**config.mk**
```make
export PLATFORM = sky130hd
export DESIGN_NAME = setpoint_ramp
export DESIGN_NICKNAME = d
export VERILOG_FILES = /design/src/rtl/srp_pkg.sv /design/src/rtl/srp_time_reg.sv /design/src/rtl/srp_interp.sv /design/src/rtl/srp_seq.sv /design/src/rtl/setpoint_ramp.sv
export SDC_FILE = /design/constraint.sdc
export NUM_CORES = 2
export LEC_CHECK = 0
export ABC_AREA = 1
export BUFFER_PORTS_ARGS = -buffer_cell sky130_fd_sc_hd__buf_2
export CAP_MARGIN = 20
export CELL_PAD_IN_SITES_DETAIL_PLACEMENT = 1
export CELL_PAD_IN_SITES_GLOBAL_PLACEMENT = 2
export CORE_MARGIN = 5
export CORE_UTILIZATION = 37
export CTS_CLUSTER_DIAMETER = 150
export CTS_CLUSTER_SIZE = 24
export DETAILED_ROUTE_END_ITERATION = 8
export PLACE_DENSITY = 0.91
export SYNTH_ARGS = -nofsm -noshare
export SYNTH_HDL_FRONTEND = slang
export SYNTH_HIERARCHICAL = 1
export SYNTH_SLANG_ARGS = --single-unit
```
**constraint.sdc**
```tcl
create_clock -name clk -period 101 [get_ports clk]
set_input_delay 20.2 -clock clk [delete_from_list [all_inputs] [get_ports clk]]
set_output_delay 20.2 -clock clk [all_outputs]
set_load 0.01 [all_outputs]
```
**src/rtl/srp_pkg.sv**
```systemverilog
package srp_pkg;
   typedef enum logic {SRP_UP = 1'b0, SRP_DOWN = 1'b1} srp_dir_e;
endpackage

```
**src/rtl/srp_time_reg.sv**
```systemverilog
module srp_time_reg #(
   parameter int TIME_W = 16
) (
   input  logic              clk,
   input  logic              rst_n,
   input  logic              we,
   input  logic [TIME_W-1:0] din,
   output logic [TIME_W-1:0] q
);
   always_ff @(posedge clk) begin
      if (!rst_n)  q <= '0;
      else if (we) q <= din;
   end
endmodule

```
**src/rtl/srp_interp.sv**
```systemverilog
module srp_interp
   import srp_pkg::*;
#(
   parameter int VAL_W  = 16,
   parameter int TIME_W = 16
) (
   input  logic [VAL_W-1:0]  start,
   input  logic [VAL_W-1:0]  tgt,
   input  logic [TIME_W-1:0] dur,
   input  logic [TIME_W-1:0] elap,
   output logic [VAL_W-1:0]  val
);
   localparam int PW = VAL_W + TIME_W;

   srp_dir_e         dir;
   logic [VAL_W-1:0] mag;
   logic [PW-1:0]    prod;
   logic [PW-1:0]    quot;
   logic             unused_hi;

   always_comb begin
      dir  = (tgt >= start) ? SRP_UP : SRP_DOWN;
      mag  = (dir == SRP_UP) ? (tgt - start) : (start - tgt);
      prod = PW'(mag) * PW'(elap);
      quot = (dur == '0) ? PW'(mag) : (prod / PW'(dur));
      if (dir == SRP_UP) val = start + quot[VAL_W-1:0];
      else               val = start - quot[VAL_W-1:0];
   end

   assign unused_hi = ^quot[PW-1:VAL_W];
endmodule

```
**src/rtl/srp_seq.sv**
```systemverilog
module srp_seq #(
   parameter int VAL_W  = 16,
   parameter int TIME_W = 16
) (
   input  logic              clk,
   input  logic              rst_n,
   input  logic              tgt_we,
   input  logic [VAL_W-1:0]  tgt_in,
   input  logic              tick,
   input  logic [TIME_W-1:0] rt_q,
   input  logic [VAL_W-1:0]  step_val,
   output logic [VAL_W-1:0]  start_q,
   output logic [VAL_W-1:0]  tgt_q,
   output logic [TIME_W-1:0] dur_q,
   output logic [TIME_W-1:0] elap_nx,
   output logic [VAL_W-1:0]  val_q,
   output logic              busy_q
);
   logic [TIME_W-1:0] elap_q;

   assign elap_nx = elap_q + TIME_W'(1);

   always_ff @(posedge clk) begin
      if (!rst_n) begin
         start_q <= '0;
         tgt_q   <= '0;
         dur_q   <= '0;
         elap_q  <= '0;
         val_q   <= '0;
         busy_q  <= 1'b0;
      end else if (tgt_we) begin
         tgt_q   <= tgt_in;
         start_q <= val_q;
         dur_q   <= rt_q;
         elap_q  <= '0;
         if (rt_q == '0 || tgt_in == val_q) begin
            val_q  <= tgt_in;
            busy_q <= 1'b0;
         end else begin
            busy_q <= 1'b1;
         end
      end else if (busy_q && tick) begin
         elap_q <= elap_nx;
         val_q  <= step_val;
         if (elap_nx == dur_q) busy_q <= 1'b0;
      end
   end
endmodule

```
**src/rtl/setpoint_ramp.sv**
```systemverilog
module setpoint_ramp #(
   parameter int VAL_W  = 16,
   parameter int TIME_W = 16
) (
   input  logic              clk,
   input  logic              rst_n,
   input  logic              tgt_we,
   input  logic [VAL_W-1:0]  tgt_in,
   input  logic              rt_we,
   input  logic [TIME_W-1:0] rt_in,
   input  logic              tick_ms,
   output logic [VAL_W-1:0]  value_out,
   output logic              busy
);
   if (VAL_W < 2 || VAL_W > 32) begin : g_bad_val
      $error("setpoint_ramp: VAL_W must be 2..32");
   end
   if (TIME_W < 1 || TIME_W > 32) begin : g_bad_time
      $error("setpoint_ramp: TIME_W must be 1..32");
   end

   logic [TIME_W-1:0] rt_q;
   logic [TIME_W-1:0] dur_q;
   logic [TIME_W-1:0] elap_nx;
   logic [VAL_W-1:0]  start_q;
   logic [VAL_W-1:0]  tgt_q;
   logic [VAL_W-1:0]  step_val;

   srp_time_reg #(.TIME_W(TIME_W)) u_time (
      .clk(clk), .rst_n(rst_n), .we(rt_we), .din(rt_in), .q(rt_q)
   );

   srp_interp #(.VAL_W(VAL_W), .TIME_W(TIME_W)) u_interp (
      .start(start_q), .tgt(tgt_q), .dur(dur_q), .elap(elap_nx), .val(step_val)
   );

   srp_seq #(.VAL_W(VAL_W), .TIME_W(TIME_W)) u_seq (
      .clk(clk), .rst_n(rst_n), .tgt_we(tgt_we), .tgt_in(tgt_in),
      .tick(tick_ms), .rt_q(rt_q), .step_val(step_val),
      .start_q(start_q), .tgt_q(tgt_q), .dur_q(dur_q), .elap_nx(elap_nx),
      .val_q(value_out), .busy_q(busy)
   );
endmodule

```
Word level (Yosys, flattened, before mapping)
Cells that the tools add are included.
Widths: inputs -> output; s select.
- register bits after elaboration: 97
- input bits: 37
- logic and storage cells: 38
- $add $sub $neg: 5
- multipliers: 1
- divide/modulo/power cells: 1
- order comparisons: 1
- equal/unequal tests: 3
- muxes and demuxes: 10
- bitwise operators: 1
- reductions and logical operators: 9
- operators with widths (operator ; count):
    $mux 16 ; 6
    $sub 16x16->16 ; 3
    $div 32x16->32 ; 1
    $eq 16x16->1 ; 2
    $logic_not 16->1 ; 2
    $mul 16x16->32 ; 1
    $add 16x1->16 const B ; 1
    $add 16x16->16 ; 1
    $ge 16x16->1 ; 1
    $mux 1 ; 4
    $reduce_and 2->1 ; 2
    $reduce_bool 2->1 ; 2
    $ne 2x1->1 const B ; 1
    $reduce_or 2->1 ; 1
    $logic_and 1x1->1 ; 1
    $logic_or 1x1->1 ; 1
    $not 1->1 ; 1

Longest topological paths before layout
- depth after elaboration: 9
- depth in mapped cells: 726

Cells and area by module
The synthesis kept the hierarchy.
- modules (own cells, without submodules) (module ; times used ; cells an instance ; area an instance (um^2)):
    srp_interp ; 1 ; 5544 ; 35049.9
    srp_seq ; 1 ; 612 ; 4042.6
    srp_time_reg ; 1 ; 101 ; 674.4

Worst setup path before layout
No wires, ideal clock.
- path kind: register to register
- start point: reg u_seq.start_q[5]
- end point: reg u_seq.val_q[15]
- library setup time: 0.070 ns
- data arrival time: 93.459 ns
- slack: 7.470 ns
- stages on the path, launching flop included: 698
- path buffers: 51
- cells stage by stage: dfxtp_1 -> inv_1 -> ha_1 -> clkbuf_1 -> nand2_1 -> nor2_1 -> inv_1 -> o21ai_0 -> nand2_1 -> nand3_1 -> mux2i_1 -> a22o_1 -> xor2_1 -> clkbuf_1 -> nand2_1 -> fa_1 -> inv_1 -> fa_1 -> (+662 left out) -> o21ai_0 -> a21oi_1 -> o21bai_1 -> nand2_1 -> nand2_1 -> a21oi_1 -> o21ai_0 -> a21oi_1 -> xor2_1 -> xor2_1 -> inv_1 -> nand3_1 -> nand2_1 -> inv_1 -> nand2_1 -> nand2_1 -> nand3_1 -> a21oi_1
- longest elaborated chain between the ends: 9
- elaborated cells on any way between the ends: 12
- those cells by class: add/sub (4); mul (1); div (1); order compare (1); mux (5)
- ends and longest elaborated chain (what ; RTL line ; source):
    from (decl) ; srp_seq.sv:12 ; output logic [VAL_W-1:0] start_q,
    from (signal assigned) ; srp_seq.sv:33 ; start_q <= val_q;
    $sub 16x16->16 / $ge 16x16->1 (equally long branches) ; srp_interp.sv:23, srp_interp.sv:22 ;
    $mux 16 ; srp_interp.sv:23 ; mag = (dir == SRP_UP) ? (tgt - start) : (start - tgt);
    $mul 16x16->32 ; srp_interp.sv:24 ; prod = PW'(mag) * PW'(elap);
    $div 32x16->32 ; srp_interp.sv:25 ; quot = (dur == '0) ? PW'(mag) : (prod / PW'(dur));
    $mux 16 ; srp_interp.sv:25 ;
    $sub 16x16->16 / $add 16x16->16 (equally long branches) ; srp_interp.sv:27, srp_interp.sv:26 ;
    $mux 16 * ; srp_interp.sv:26 ; if (dir == SRP_UP) val = start + quot[VAL_W-1:0];
    via step_val[15] ; setpoint_ramp.sv:27 ; logic [VAL_W-1:0] step_val;
    $mux 16 * ; srp_seq.sv:42 ; end else if (busy_q && tick) begin
    $mux 16 * ; srp_seq.sv:31 ; end else if (tgt_we) begin
    to (signal assigned) ; srp_seq.sv:37 ; val_q <= tgt_in;
    to (signal assigned) ; srp_seq.sv:44 ; val_q <= step_val;
    to (decl) ; srp_seq.sv:16 ; output logic [VAL_W-1:0] val_q,
The timed path passes the listed nets; every way through them passes the cells marked *. The select of a mux whose other input is x is not followed.
A chain may end at the register's enable or synchronous reset.

==> out/qor.txt <==
Outcome = completed
DRC Markers = 0
Final Cycle Share = 0.9153
Global placer's final weighted congestion = 0.9045
Startpoint types = flip-flop
Starting density of the core = 0.3720
DRT Wirelength = 138500 um
Maxcap violations = 0
H-tree depth = 3
Total gr overflow = 0
Hold buffer count at CTS = 0
Layout Nets = 7126
Dpl hpwl = 110900 um
Row count = 120
Slowest cell on crit path = fa_1
Fraction of layout cells with a size suffix above 1 = 0.1224
First-pass GRT wire length = 216500 um
Max-slew violations = 0
Detailed-route via count = 40625
Hold Crit Class = flip-flop to flip-flop
Setup Skew = 12.79 ps
DRT iter0 DRCs = 2041
Clk_lat worst skew = 360 ps
Ports = 54
Slew HR = 0.3414
Vias in the first global route = 41319
Port buffer count = 53
Setup WS pre-CTS = -3890 ps
Antenna violations before repair = 4
Syn Nets = 7037
Top delay family on crit path = compound AO/OA/AOI/OAI gates
Async set or reset register ratio after synthesis = 0
Final hold vios = 0
Clock sinks = 97
CP peak stage delay = 550 ps
Die span in y = 337.8 um
Mapped Area = 39770 um2
Die X = 337.8 um
Synth warn = 6
CORE AREA = 106900 um2
Crit end category = flip-flop
CP required = 101290 ps
CTS tree = yes
Critical Path AT = 92730 ps
Worst Path Max Fanout = 28
Max Fclk = 10.82 MHz
Post-Synthesis Cells = 6257
Die ar. = 114100 um2
Clock-pin transition on the worst setup and hold timing paths = 70 ps
Ys flop type = dfxtp_1
Clock Root Buffer = clkbuf_16
Sequential cell area fraction in the yosys report = 0.04883
Avg WL per Cell = 17.86 um
Buf/Inv on CP = 139
DR pass1 iterations = 5
Unique masters post-synth = 80
Crit-path most repeated cell = nand2_1
Drt via density = 5.240
GRT Total Usage = 0.2323
Final setup fails = 0
Mean area per synthesized cell = 6.356 um2
Post-route ant nets = 0
Post-synth EDFFs = 0
Layout area overhead = 8.501%
Ant diodes = 0
Crit path kind = flip-flop to flip-flop
TritonCTS buffer count = 9
Worst-Margin Slew = 977.5 ps
Seq cells post-synth = 97
Post-route setup slack = 8559 ps
Max Buffers Root-to-Sink = 2
Pin count of the biggest net entering global routing = 66
Final Critical Period = 92440 ps
layout by cell type (no fill, tap or decap), types with 15 or more instances in the layout:
cell,synthesis,final
nand2_4,37,40
a21oi_2,16,64
inv_1,1005,992
buf_2,5,54
o21ai_2,14,21
buf_4,9,128
nor2_2,29,40
or2_2,42,42
o21ai_1,28,42
a21o_1,44,44
nor2_1,463,450
xor2_1,255,251
nand3_1,294,290
dfxtp_1,97,96
nand3_2,60,66
nor2_4,27,32
nand2_1,1503,1492
inv_2,55,57
a21oi_1,394,343
fa_1,197,197
clkinv_1,20,15
o21bai_1,40,38
ha_1,546,540
o21ai_0,412,391
nor3_1,48,48
nand3b_1,18,18
xnor2_1,135,135
nand2_2,92,100
nand4_1,92,92
worst register-to-register path, delay by kind of cell (launching register included):
kind                       cells  cell delay [ps]
AOI/OAI and AO/OA            231            38200
xor gates and xnor gates       4              890
adders and majority gates     42            14180
buffers and inverters        108            10370
DFF                            1              410
and+or+nand+nor              285            28390
Yosys cell counts, types with 28 or more instances:
| library cell | count | area, um2 |
|---|---|---|
| fa_1 | 197 | 3944 |
| o21ai_0 | 412 | 2062 |
| nand3_1 | 294 | 1471 |
| inv_2 | 55 | 206.5 |
| clkbuf_1 | 78 | 292.8 |
| nor2_2 | 29 | 181.4 |
| nand4_1 | 92 | 575.6 |
| o21bai_1 | 40 | 300.3 |
| a21o_1 | 44 | 330.3 |
| nand2_4 | 37 | 416.7 |
| or2_2 | 42 | 262.8 |
| nand3_2 | 60 | 600.6 |
| nand2_1 | 1503 | 5642 |
| xor2_1 | 255 | 2233 |
| nand2_2 | 92 | 575.6 |
| nor3_1 | 48 | 240.2 |
| a21oi_1 | 394 | 1972 |
| ha_1 | 546 | 6832 |
| nor2_1 | 463 | 1738 |
| xnor2_1 | 135 | 1182 |
| dfxtp_1 | 97 | 1942 |
| o21ai_1 | 28 | 140.1 |
| inv_1 | 1005 | 3772 |
timing repair:
item / 4_1_cts / 5_1_grt
cloned: 6 / 12
setup buffers: 3 / 95
resized for setup: 22 / 172
setup endpoints to repair: 16 / 16
pin swaps: 4 / 30
area by class of cell:
type / instances / area, um2
Clock buffer: 9 / 225.2
Clock inverter: 6 / 103.9
Fill cell: 14286 / 63750
Inverter: 1090 / 4187
Multi-Input combinational cell: 4948 / 33520
Sequential cell: 97 / 1943
Tap cell: 1403 / 1755
Timing Repair Buffer: 193 / 1380
Timing Repair inverter: 7 / 37.54
worst paths after layout:
kind | start | to | slack, ps | depth (start not counted)
worst min register to register | u_time/q[2] | u_time/q[2] | 470 | 2
worst max register to register | u_seq/start_q[4] | u_seq/val_q[15] | 8560 | 670
worst max-delay path | u_seq/start_q[4] | u_seq/val_q[15] | 8560 | 831
worst min-delay path | u_time/q[2] | u_time/q[2] | 470 | 2
registers in the layout, indices dropped and copies added, names as in the netlist:
| name | count |
|---|---|
| u_seq/busy_q | 1 |
| u_seq/dur_q | 16 |
| u_seq/elap_q | 16 |
| u_seq/start_q | 16 |
| u_seq/tgt_q | 16 |
| u_seq/val_q | 16 |
| u_time/q | 16 |
metrics by stage:
stage / utilization / cells / hold slack (ps) / instance area, um2 / setup TNS, ps
2_1_floorplan: - / 6257 / 444.8 / 39770 / 0
3_5_place_dp: 0.3860 / 7622 / 466.1 / 41260 / -38640
4_1_cts: 0.3904 / 7646 / 476.3 / 41730 / 0
6_report: 0.4036 / 7753 / 472.8 / 43150 / 0
5_1_grt: 0.4036 / 7753 / 492.3 / 43150 / -856.1
3_3_place_gp: 0.3859 / 7620 / 459.6 / 41250 / 0
logic make-up after synthesis:
kind of cell	count (synthesis)	synth area share
and+or+nand+nor	2752	0.3180
buffers and inverters	1222	0.1247
AOI/OAI and AO/OA	1049	0.1500
adders and majority gates	743	0.2710
xor gates and xnor gates	393	0.08731
DFF	97	0.04883
muxes	1	0.0002517
per-layer routing:
layer | GRT usage | wire length [um]
met1 | 0.3118 | 64970
met2 | 0.4050 | 64490
met3 | 0.02275 | 5687
met4 | 0.05192 | 3350
met5 | 0 | 13
Power is not shown: default switching activity piles up to over one toggle a cycle in this logic, so the estimate is an artifact.
